==> config.mk <==
export PLATFORM = sky130hd
export DESIGN_NAME = ecch_top
export DESIGN_NICKNAME = d
export VERILOG_FILES = /design/src/rtl/ecch_pkg.sv /design/src/rtl/ecch_path_decode.sv /design/src/rtl/ecch_index_fsm.sv /design/src/rtl/ecch_sticky.sv /design/src/rtl/ecch_top.sv
export SDC_FILE = /design/constraint.sdc
export NUM_CORES = 1
export LEC_CHECK = 0
export ABC_AREA = 1
export BUFFER_PORTS_ARGS = -buffer_cell sky130_fd_sc_hd__buf_2
export CORE_ASPECT_RATIO = 0.5
export CORE_MARGIN = 2
export CORE_UTILIZATION = 37
export CTS_BUF_LIST = sky130_fd_sc_hd__clkbuf_4
export DETAILED_ROUTE_END_ITERATION = 8
export GPL_ROUTABILITY_DRIVEN = 0
export PLACE_DENSITY = 0.75
export SYNTH_ARGS = -nofsm -noshare
export SYNTH_HDL_FRONTEND = slang
export SYNTH_SLANG_ARGS = --single-unit
==> constraint.sdc <==
create_clock -name clk -period 0.9 [get_ports clk]
set_input_delay 0.18 -clock clk [delete_from_list [all_inputs] [get_ports clk]]
set_output_delay 0.18 -clock clk [all_outputs]
set_load 0.005 [all_outputs]
==> src/rtl/ecch_pkg.sv <==
package ecch_pkg;
    localparam int NPATH   = 6;
    localparam int P_XFER  = 0;
    localparam int P_HOST  = 1;
    localparam int P_SCAN  = 2;
    localparam int P_TBUF  = 3;
    localparam int P_CH1   = 4;
    localparam int P_CH2   = 5;
    localparam int NFLAG   = 7;
    localparam int F_IBF   = 0;
    localparam int F_MRAM  = 1;
    localparam int F_CH1   = 2;
    localparam int F_CH2   = 3;
    localparam int F_VALID = 4;
    localparam int F_SBE   = 5;
    localparam int F_ERR   = 6;
    localparam int CLR_W   = NFLAG + NPATH;
    localparam int STICKY_W = CLR_W - 1;

    typedef enum logic {IDX_EMPTY, IDX_HELD} idx_state_e;

    typedef struct packed {
        logic ibf;
        logic mram;
        logic ch1;
        logic ch2;
        logic cap_scan;
        logic cap_xfer;
        logic cap_tbuf;
    } fault_t;
endpackage

==> src/rtl/ecch_path_decode.sv <==
module ecch_path_decode
    import ecch_pkg::*;
(
    input  logic [NPATH-1:0] mbe_i,
    input  logic             data_only_i,
    input  logic [1:0]       tbuf_ch_i,
    output fault_t           fault_o,
    output logic             block_txreq_o,
    output logic             hold_data_o,
    output logic             skip_buf_o,
    output logic             frame_drop_o,
    output logic [1:0]       crc_zero_o
);
    always_comb begin
        fault_o.ibf      = (mbe_i[P_XFER] & ~data_only_i) | mbe_i[P_HOST];
        fault_o.mram     = (mbe_i[P_XFER] & data_only_i) | mbe_i[P_SCAN] | mbe_i[P_TBUF];
        fault_o.ch1      = mbe_i[P_CH1];
        fault_o.ch2      = mbe_i[P_CH2];
        fault_o.cap_scan = mbe_i[P_SCAN];
        fault_o.cap_xfer = mbe_i[P_XFER];
        fault_o.cap_tbuf = mbe_i[P_TBUF];
    end

    always_comb begin
        block_txreq_o = mbe_i[P_XFER];
        hold_data_o   = mbe_i[P_XFER] & data_only_i;
        skip_buf_o    = mbe_i[P_SCAN];
        frame_drop_o  = mbe_i[P_TBUF];
        crc_zero_o[0] = mbe_i[P_CH1] | (mbe_i[P_TBUF] & tbuf_ch_i[0]);
        crc_zero_o[1] = mbe_i[P_CH2] | (mbe_i[P_TBUF] & tbuf_ch_i[1]);
    end
endmodule

==> src/rtl/ecch_index_fsm.sv <==
module ecch_index_fsm
    import ecch_pkg::*;
#(
    parameter int BUF_W = 7
) (
    input  logic             clk,
    input  logic             rst_n,
    input  logic             cap_scan_i,
    input  logic             cap_xfer_i,
    input  logic             cap_tbuf_i,
    input  logic [BUF_W-1:0] scan_buf_i,
    input  logic [BUF_W-1:0] xfer_buf_i,
    input  logic [BUF_W-1:0] tbuf_buf_i,
    input  logic             release_i,
    output logic             valid_o,
    output logic [BUF_W-1:0] idx_o
);
    idx_state_e       state_q, state_d;
    logic [BUF_W-1:0] idx_q, idx_d;
    logic             any_cap;
    logic [BUF_W-1:0] cap_val;

    always_comb begin
        any_cap = cap_scan_i | cap_xfer_i | cap_tbuf_i;
        if (cap_scan_i)      cap_val = scan_buf_i;
        else if (cap_xfer_i) cap_val = xfer_buf_i;
        else                 cap_val = tbuf_buf_i;
    end

    always_ff @(posedge clk or negedge rst_n) begin
        if (!rst_n) begin
            state_q <= IDX_EMPTY;
            idx_q   <= '0;
        end else begin
            state_q <= state_d;
            idx_q   <= idx_d;
        end
    end

    always_comb begin
        state_d = state_q;
        idx_d   = idx_q;
        unique case (state_q)
            IDX_EMPTY: begin
                if (any_cap) begin          // T_CAPTURE
                    state_d = IDX_HELD;
                    idx_d   = cap_val;
                end
            end
            IDX_HELD: begin
                if (release_i) begin
                    if (any_cap) begin      // T_RECAPTURE
                        idx_d = cap_val;
                    end else begin          // T_RELEASE
                        state_d = IDX_EMPTY;
                        idx_d   = '0;
                    end
                end
            end
            default: begin
                state_d = IDX_EMPTY;
                idx_d   = '0;
            end
        endcase
    end

    always_comb begin
        valid_o = (state_q == IDX_HELD);
        idx_o   = idx_q;
    end

    AST_IDX_HOLD: assert property (@(posedge clk) disable iff (!rst_n)
        (state_q == IDX_HELD && !release_i) |=> ($stable(idx_q) && state_q == IDX_HELD));
    AST_IDX_EMPTY_ZERO: assert property (@(posedge clk) disable iff (!rst_n)
        (state_q == IDX_HELD && release_i && !any_cap) |=> (idx_q == '0));
endmodule

==> src/rtl/ecch_sticky.sv <==
module ecch_sticky #(
    parameter int W = 12
) (
    input  logic         clk,
    input  logic         rst_n,
    input  logic [W-1:0] set_i,
    input  logic [W-1:0] clr_i,
    output logic [W-1:0] flag_o
);
    logic [W-1:0] flag_q;

    for (genvar i = 0; i < W; i++) begin : g_bit
        always_ff @(posedge clk or negedge rst_n) begin
            if (!rst_n) flag_q[i] <= 1'b0;
            else        flag_q[i] <= set_i[i] | (flag_q[i] & ~clr_i[i]);
        end

        AST_FLAG_STICKY: assert property (@(posedge clk) disable iff (!rst_n)
            (flag_q[i] && !clr_i[i]) |=> flag_q[i]);
        AST_SET_WINS: assert property (@(posedge clk) disable iff (!rst_n)
            set_i[i] |=> flag_q[i]);
    end

    assign flag_o = flag_q;
endmodule

==> src/rtl/ecch_top.sv <==
module ecch_top
    import ecch_pkg::*;
#(
    parameter int BUF_W = 7
) (
    input  logic             clk,
    input  logic             rst_n,
    input  logic [NPATH-1:0] sbe_i,
    input  logic [NPATH-1:0] mbe_i,
    input  logic             xfer_data_only_i,
    input  logic [1:0]       tbuf_ch_i,
    input  logic [BUF_W-1:0] xfer_buf_i,
    input  logic [BUF_W-1:0] scan_buf_i,
    input  logic [BUF_W-1:0] tbuf_buf_i,
    input  logic             clr_we_i,
    input  logic [CLR_W-1:0] clr_mask_i,
    input  logic             irq_err_en_i,
    input  logic             irq_sbe_en_i,
    output logic [NFLAG-1:0] st_flags_o,
    output logic [NPATH-1:0] st_sbe_path_o,
    output logic [BUF_W-1:0] st_idx_o,
    output logic             irq_o,
    output logic             block_txreq_o,
    output logic             hold_data_o,
    output logic             skip_buf_o,
    output logic             frame_drop_o,
    output logic [1:0]       crc_zero_o
);
    fault_t              fault;
    logic [CLR_W-1:0]    clr_eff;
    logic [STICKY_W-1:0] st_set, st_clr, st_q;
    logic                idx_valid;

    ecch_path_decode u_dec (
        .mbe_i         (mbe_i),
        .data_only_i   (xfer_data_only_i),
        .tbuf_ch_i     (tbuf_ch_i),
        .fault_o       (fault),
        .block_txreq_o (block_txreq_o),
        .hold_data_o   (hold_data_o),
        .skip_buf_o    (skip_buf_o),
        .frame_drop_o  (frame_drop_o),
        .crc_zero_o    (crc_zero_o)
    );

    ecch_index_fsm #(.BUF_W(BUF_W)) u_idx (
        .clk        (clk),
        .rst_n      (rst_n),
        .cap_scan_i (fault.cap_scan),
        .cap_xfer_i (fault.cap_xfer),
        .cap_tbuf_i (fault.cap_tbuf),
        .scan_buf_i (scan_buf_i),
        .xfer_buf_i (xfer_buf_i),
        .tbuf_buf_i (tbuf_buf_i),
        .release_i  (clr_eff[F_VALID]),
        .valid_o    (idx_valid),
        .idx_o      (st_idx_o)
    );

    // Sticky layout: [3:0] fault flags, [4] sbe, [5] err, [11:6] sbe location
    always_comb begin
        clr_eff = clr_we_i ? clr_mask_i : '0;
        st_set  = {sbe_i, (|sbe_i) | (|mbe_i), |sbe_i,
                   fault.ch2, fault.ch1, fault.mram, fault.ibf};
        st_clr  = {clr_eff[CLR_W-1:NFLAG], clr_eff[F_ERR], clr_eff[F_SBE],
                   clr_eff[F_CH2:F_IBF]};
    end

    ecch_sticky #(.W(STICKY_W)) u_flags (
        .clk    (clk),
        .rst_n  (rst_n),
        .set_i  (st_set),
        .clr_i  (st_clr),
        .flag_o (st_q)
    );

    always_comb begin
        st_flags_o    = {st_q[5], st_q[4], idx_valid, st_q[3:0]};
        st_sbe_path_o = st_q[STICKY_W-1:6];
        irq_o         = (st_flags_o[F_ERR] & irq_err_en_i) | (st_flags_o[F_SBE] & irq_sbe_en_i);
    end

    AST_ERR_ON_ANY: assert property (@(posedge clk) disable iff (!rst_n)
        ((|mbe_i) || (|sbe_i)) |=> st_flags_o[F_ERR]);
    AST_SBE_LOC: assert property (@(posedge clk) disable iff (!rst_n)
        (|sbe_i) |=> (st_flags_o[F_SBE] && (st_sbe_path_o != '0)));
    AST_CAPTURE_VALID: assert property (@(posedge clk) disable iff (!rst_n)
        (mbe_i[P_XFER] || mbe_i[P_SCAN] || mbe_i[P_TBUF]) |=> st_flags_o[F_VALID]);
    AST_SCAN_FIRST: assert property (@(posedge clk) disable iff (!rst_n)
        (!idx_valid && mbe_i[P_SCAN]) |=> (st_idx_o == $past(scan_buf_i)));
    AST_PULSE_END: assert property (@(posedge clk) disable iff (!rst_n)
        (mbe_i == '0) |-> (!block_txreq_o && !skip_buf_o && !frame_drop_o && crc_zero_o == 2'b00));
    AST_HOST_NO_PULSE: assert property (@(posedge clk) disable iff (!rst_n)
        (mbe_i == (NPATH'(1) << P_HOST)) |-> !(block_txreq_o || hold_data_o || skip_buf_o || frame_drop_o));
endmodule

==> metrics.cfg, run 1 <==
[synthesis]
synth_top_cell_area_share_pct=46.7
synth.top_cells.by_count=nand2_1, dfrtp_1, nand3_1
synthFlopType=dfrtp_1
mappedNetlistArea_sq_mm=0.00107
yosysUniqueCellTypes=19
yosys_warnings=0
synth.most_common_cell=nand2_1
ys_top_cells_by_area=dfrtp_1, nand2_1, nand3_1, inv_1, nand4_1
synth_edf_count=0
async_reset_ff_share_pct=100
synth-seq-area-share_pct=46.7
synth_area_per_cell_sq_um=7.49
ys_ff_latch=20
synthCells=143
synth_nets=197
yosys.area.top_type=dfrtp_1

[status]
violations=negative setup slack
status=complete, but fails checks

[timing]
fin_crit_sh_pct=136
setup_tns_ns=-3.25
hold_ws_ns=0.0747
slew_headroom_pct=69.7
clock.fmax_ghz=0.820
hold_violations=0
min_period_ns=1.22
rsz0062_at_grt=true
skew_ns=0.000209
maxSlewViolCount=0
final-setup-viol-count=30
fin_ws_ns=-0.320
tightest_slew_ns=0.455

[route]
vias=1265
drt-vias-per-instance=4.52
post_drt_wl_per_cell_microns=11.8
drc=0
drt-initial-drc-count=97
ant_nets=0
wl_microns=3310
dr.pass1.iters=4

[floorplanning]
die_width_microns=80.1
design.core.area_sq_mm=0.00267
initial_utilization_pct=40.2
rows=13
pin_count=81
dieArea_sq_mm=0.00337
die_h_microns=42.0

[clock_network]
path_clk_slew_ns=0.10
cts_tree=built
clock_latency_ns=0.30
htree_levels=1
cts_made_buffers=3
root_buffer=clkbuf_4
cts_num_sinks=20
cts_max_path_buffers=2

[pwr]
p_int_w=0.00145
switching_share_pct=29.4
p_switching_w=0.000602
clkPwrFrac_pct=21.1
p_leak_nw=1.01
ir_worst_vdd_uv=569
p_seq_share_pct=49.2
p_comb_share_pct=29.7
p_per_area_mw_per_mm2=1150

[worst_hold_path]
whs_endpoint=u_flags.flag_o[8]
whs_path_depth=3
hold_class=in -> reg
min_from=sbe_i[2]

[place]
port_buffers=80
hpwl_microns=2330
placed_area_sq_mm=0.00156
dp_slack_ns=-0.0672

[worst_setup_path]
reg2reg_from=u_idx.valid_o
cp_max_fo=2
r2r_cells=5
crit_type=reg -> out
reg2reg_to=u_idx.idx_o[0]
rrSetupSlack_ns=-0.09
worstSetupStartpointType=register
crit_required_ns=0.72
cp.arrival_ns=1.04
cp-end-kind=primary output

[final_layout]
area_growth_pct=65.9
nets=298
design_area_sq_mm=0.00178
n_antenna_cell=0
drive_gt1_share_pct=49.4

[grt]
grt_pass1_vias=1079
grt_overflow_total=0
antenna_found_initial=0
grtUsageTotal_pct=17.9
grt_pass1_wl_microns=4750
grt_max_degree=21

[run]
cap_violations=0

==> layout make-up <==
class | instances | area [sq um]
Tap cell | 37 | 46.3
Clock buffer | 3 | 22.5
Multi-Input combinational cell | 102 | 543
Timing Repair Buffer | 102 | 604
Sequential cell | 20 | 500
Fill cell | 234 | 891
Clock inverter | 1 | 3.75
Inverter | 15 | 56.3
==> cell usage in the layout, fill, tap and decap left out, drive strengths merged, types with 2 or more instances in the layout <==
cell	n
buf	101
nand2	65
dfrtp	20
nand3	18
inv	15
nand4	6
or2	3
clkbuf	3
nor2	3
a21o	2
a21oi	2
==> flip-flops by register name (all words and copies together), names as in the netlist <==
signal          count
u_idx.valid_o       1
u_idx.idx_o         7
u_flags.flag_o     12
==> power groups by stage <==
| stage | combinational (W) | sequential (W) | clock (W) |
|---|---|---|---|
| floorplan | 0.000204 | 0.00103 | 0 |
| global route | 0.000678 | 0.00101 | 0.000483 |
| CTS | 0.000556 | 0.00100 | 0.000450 |
| finish | 0.000610 | 0.00101 | 0.000432 |
| global placement | 0.000488 | 0.00102 | 0 |
| detailed placement | 0.000499 | 0.00102 | 0 |
==> worst max-delay path by stage <==
stage | start | to | slack, ns | depth (start not counted)
4_1_cts | u_flags.flag_o[5] | irq_o | -0.32 | 2
5_1_grt | u_flags.flag_o[5] | irq_o | -0.36 | 2
3_3_place_gp | mbe_i[2] | u_idx.idx_o[3] | -0.03 | 7
6_report | u_flags.flag_o[5] | irq_o | -0.32 | 2
3_5_place_dp | mbe_i[2] | u_idx.idx_o[3] | -0.07 | 7
2_1_floorplan | u_idx.valid_o | u_idx.idx_o[0] | 0.02 | 4
==> cell families after synthesis <==
family / share of synthesized area [%]
AO/OA/AOI/OAI: 3.62
flip-flops: 46.7
buffers and inverters: 9.58
AND/OR/NAND/NOR: 40.1
==> layer usage <==
| layer | wire length, microns | global-route usage [%] |
|---|---|---|
| met1 | 1480 | 22.6 |
| met2 | 1600 | 31.2 |
| met3 | 189 | 3.66 |
| met4 | 42 | 5.42 |
| met5 | 0 | 0 |
==> per-stage QoR <==
step           utilization, %  instances  total power [W]
6_report                 66.6        280          0.00205
5_1_grt                  66.6        280          0.00217
4_1_cts                  63.1        275          0.00201
3_5_place_dp             58.6        264          0.00152
3_3_place_gp             58.6        264          0.00151
2_1_floorplan               -        143          0.00123
==> critical path, cell delays in order, from the launching register on <==
cell and delay (ns):
dfrtp_1 0.40, a22o_1 0.22, buf_2 0.12
==> what timing repair did <==
item	4_1_cts	5_1_grt
buffers inserted	6	6
resized for setup	7	11
hold endpoints to repair	20	0
pin swaps	4	14
hold buffers	1	0
endpoints found under the setup margin	27	30
Note: power is estimated with default switching activity, not from simulation.
==> run 2, diff against run 1 <==
--- a/config.mk
+++ b/config.mk
@@ -7,7 +7,7 @@
 export LEC_CHECK = 0
 export ABC_AREA = 1
 export BUFFER_PORTS_ARGS = -buffer_cell sky130_fd_sc_hd__buf_2
-export CORE_ASPECT_RATIO = 0.5
+export CORE_ASPECT_RATIO = 2
 export CORE_MARGIN = 2
 export CORE_UTILIZATION = 37
 export CTS_BUF_LIST = sky130_fd_sc_hd__clkbuf_4
==> metrics.cfg, run 2 (synthesis results as in run 1) <==
[timing]
maxSlewViolCount=0
final-setup-viol-count=29
clock.fmax_ghz=0.834
skew_ns=0.00508
setup_tns_ns=-3.40
min_period_ns=1.20
fin_ws_ns=-0.299
tightest_slew_ns=0.444
hold_ws_ns=0.0619
hold_violations=0
slew_headroom_pct=70.4
fin_crit_sh_pct=133
rsz0062_at_grt=true

[final_layout]
n_antenna_cell=0
drive_gt1_share_pct=51.2
area_growth_pct=70.7
layout_commonest_cell=buf_2
post-route-util_pct=66.0
ff_latch_area_sq_um=500
nFillCells=226
multiInputGateArea_sq_um=542
nets=303
largest_reg_flops=12
final_cell_mix=buf_2, nand2_1, buf_4, dfrtp_1

[grt]
grt_pass1_vias=1320
antenna_found_initial=0
grt_max_degree=21
grtUsageTotal_pct=20.1
grt_overflow_total=0
grt_pass1_wl_microns=5150

[worst_setup_path]
crit_type=reg -> out
cp-end-kind=primary output
cp.arrival_ns=1.02
crit_required_ns=0.72
cp_max_fo=2
worstSetupStartpointType=register

[pwr]
p_per_area_mw_per_mm2=1290
p_int_w=0.00175
p_seq_share_pct=42.6
p_switching_w=0.000612
p_comb_share_pct=26.8
p_total_w=0.00237
p_leak_nw=1.04
switching_share_pct=25.9
ir_worst_vdd_uv=801
clkPwrFrac_pct=30.7

[floorplanning]
rows=27
initial_utilization_pct=38.7
dieArea_sq_mm=0.00337
design.core.area_sq_mm=0.00277
pin_count=81
die_h_microns=80.1
die_width_microns=42.0

[route]
vias=1312
post_drt_wl_per_cell_microns=12.5
dr.pass1.iters=4
drt-vias-per-instance=4.74
wl_microns=3450
drt-initial-drc-count=27
drc=0
ant_nets=0

[clock_network]
cts_made_buffers=3
cts_max_path_buffers=2
path_clk_slew_ns=0.11
htree_levels=1
cts_num_sinks=20
cts_tree=built
root_buffer=clkbuf_4
clock_latency_ns=0.30

[place]
dp_slack_ns=-0.0486
hpwl_microns=2500
port_buffers=80

[status]
status=complete, but fails checks
violations=negative setup slack

[worst_hold_path]
hold_class=in -> reg

[run]
cap_violations=0

-- run 2: worst paths after layout --
kind,start,end,slack (ns),cells past startpoint
setup reg to reg,u_idx.valid_o,u_idx.idx_o[1],-0.12,5
hold reg to reg,u_flags.flag_o[6],u_flags.flag_o[6],0.47,2
min in group asynchronous,rst_n,u_idx.idx_o[6],0.34,2
max in group asynchronous,rst_n,u_flags.flag_o[5],0.25,2
setup / recovery,u_flags.flag_o[5],irq_o,-0.30,2
hold / removal,sbe_i[4],u_flags.flag_o[10],0.06,2
-- run 2: repair_timing --
item,4_1_cts,5_1_grt
setup endpoints to repair,28,30
gates resized for setup,7,15
endpoints found under the hold margin,20,0
hold buffers,1,0
pin swaps,2,16
setup buffers,10,6
-- run 2: power groups by stage --
| stage | registers [W] | logic (W) | clock network (W) |
|---|---|---|---|
| 6_report | 0.00101 | 0.000633 | 0.000725 |
| 5_1_grt | 0.00101 | 0.000706 | 0.000772 |
| 4_1_cts | 0.00100 | 0.000564 | 0.000744 |
| 3_5_place_dp | 0.00102 | 0.000494 | 0 |
| 3_3_place_gp | 0.00102 | 0.000488 | 0 |
| 2_1_floorplan | 0.00103 | 0.000204 | 0 |
-- run 2: per-layer routing --
layer  vias up  track usage (%)  share of wire (%)
met3        10             2.92                6.2
met2        62             40.0                 57
met1       581             18.0                 33
met4         0             12.2                3.7
met5         -                0                  0
li1        659                -                  -
-- run 2: metrics by stage --
stage / std cells / cell area [sq um]
floorplan: 143 / 1080
global placement: 256 / 1540
detailed placement: 256 / 1540
CTS: 271 / 1710
global route: 277 / 1830
finish: 277 / 1830
-- run 2: final cells by class --
type	count	area share [%]
clock inverters	1	1.64
flip-flops and latches	20	27.4
inverters	15	3.08
multi-input cells	102	29.6
clock buffers	3	1.23
well taps	29	1.98
repair buffers	107	35.0
-- run 2: worst max-delay path, cell delays in order (launching register included) --
cell and delay [ns]:
dfrtp_1 0.40, a22o_1 0.20, buf_2 0.12
==> run 3, diff against run 2 <==
--- a/config.mk
+++ b/config.mk
@@ -14,6 +14,7 @@
 export DETAILED_ROUTE_END_ITERATION = 8
 export GPL_ROUTABILITY_DRIVEN = 0
 export PLACE_DENSITY = 0.75
+export SETUP_SLACK_MARGIN = 0.05
 export SYNTH_ARGS = -nofsm -noshare
 export SYNTH_HDL_FRONTEND = slang
 export SYNTH_SLANG_ARGS = --single-unit
==> metrics.cfg, run 3 (synthesis results as in run 1) <==
[final_layout]
layout_commonest_cell=buf_2
area_growth_pct=65.5
stdcell_count=273
post-route-util_pct=64.0
nets=300
final_cell_mix=buf_2, nand2_1, dfrtp_1
design_area_sq_mm=0.00177
largest_reg_flops=12
n_antenna_cell=0
drive_gt1_share_pct=51.6

[route]
drt-vias-per-instance=4.63
wl_microns=3270
ant_nets=0
post_drt_wl_per_cell_microns=12.0
drt-initial-drc-count=14
vias=1264
dr.pass1.iters=4
drc=0

[worst_setup_path]
reg2reg_from=u_idx.valid_o
path_cells=a22o_1 > buf_2
crit_required_ns=0.72
cp-end-kind=primary output
cpPeakStageDelay_ns=0.39
cp_max_fo=2
path_buf_inv=1
crit_family=flip-flops
worstSetupStartpointType=register
cpMaxStageDelayCell=dfrtp_1
critical_path.startpoint=u_flags.flag_o[5]
crit_type=reg -> out
cp.arrival_ns=1.00

[floorplanning]
die_width_microns=42.0
design.core.area_sq_mm=0.00277
initial_utilization_pct=38.7
rows=27
die_h_microns=80.1
pin_count=81
dieArea_sq_mm=0.00337

[place]
port_buffers=80
hpwl_microns=2400
dp.cells=257
placed_area_sq_mm=0.00155

[timing]
slew_headroom_pct=70.3
min_period_ns=1.18
clock.fmax_ghz=0.848
rsz0062_at_grt=true
hold_ws_ns=0.0780
final-setup-viol-count=28
fin_crit_sh_pct=131
skew_ns=0.00331
tightest_slew_ns=0.446
fin_ws_ns=-0.279
maxSlewViolCount=0
hold_violations=0

[clock_network]
htree_levels=1
path_clk_slew_ns=0.11
cts_num_sinks=20
cts_max_path_buffers=2
cts_tree=built
cts_made_buffers=3
clock_latency_ns=0.29
root_buffer=clkbuf_4

[grt]
antenna_found_initial=0
grt_overflow_total=0
grt_pass1_vias=1299
grt_max_degree=21
grtUsageTotal_pct=19.6
grt_pass1_wl_microns=5190

[pwr]
ir_worst_vdd_uv=695
p_leak_nw=1.01
p_per_area_mw_per_mm2=1150

[status]
status=complete, but fails checks
violations=negative setup slack

[worst_hold_path]
min_from=sbe_i[4]
hold_class=in -> reg

[run]
cap_violations=0

run 3: cell count changes in the layout (fill, tap and decap cells not counted), sizes merged:
| cell | before | now |
|---|---|---|
| nand2 | 65 | 66 |
| buf | 106 | 102 |
| bufinv | 1 | 0 |
run 3: power breakdown:
part	internal (W)	switching [W]	total [W]
clock	0.000156	0.000253	0.000409
combinational	0.000324	0.000297	0.000621
sequential	0.000969	0.0000355	0.00100
run 3: worst paths after layout:
path                                            to  slack [ns]  cells past startpoint
worst max register to register      u_idx.idx_o[3]       -0.09                      6
min in group asynchronous        u_flags.flag_o[6]        0.35                      2
worst max-delay path                         irq_o       -0.28                      2
max in group asynchronous       u_flags.flag_o[10]        0.23                      2
worst min register to register   u_flags.flag_o[7]        0.48                      2
worst min-delay path            u_flags.flag_o[10]        0.08                      2
run 3: final cells by class:
class                      instances  area, sq um
tap                               29         36.3
inverter                          15         56.3
timing repair buffer             103          593
multi-input combinational        103          564
clock buffer                       3         22.5
sequential                        20          500
fill                             247          997
run 3: stage by stage:
| step | setup WS [ns] | total power [W] | setup TNS, ns |
|---|---|---|---|
| after floorplan | 0.0345 | 0.00124 | 0 |
| after global placement | -0.0244 | 0.00151 | -0.0325 |
| after CTS | -0.283 | 0.00198 | -2.87 |
| final | -0.279 | 0.00203 | -2.89 |
| after detailed placement | -0.0562 | 0.00152 | -0.138 |
| after global routing | -0.322 | 0.00216 | -3.87 |
run 3: routing by layer:
metal | wire, microns | global-route usage, % | share of wire (%) | vias up
li1 | - | - | - | 656
met1 | 1100 | 19.7 | 34 | 546
met2 | 1900 | 38.9 | 58 | 56
met3 | 204 | 2.25 | 6.2 | 6
met4 | 61 | 8.13 | 1.9 | 0
met5 | 0 | 0 | 0 | -
run 3: timing repair:
item / in CTS / in global routing
pin swaps: 1 / 11
cloned: 1 / 0
setup endpoints to repair: 29 / 31
hold endpoints to repair: 20 / 0
setup buffers: 9 / 3
hold buffers: 1 / 0
gates resized for setup: 6 / 15
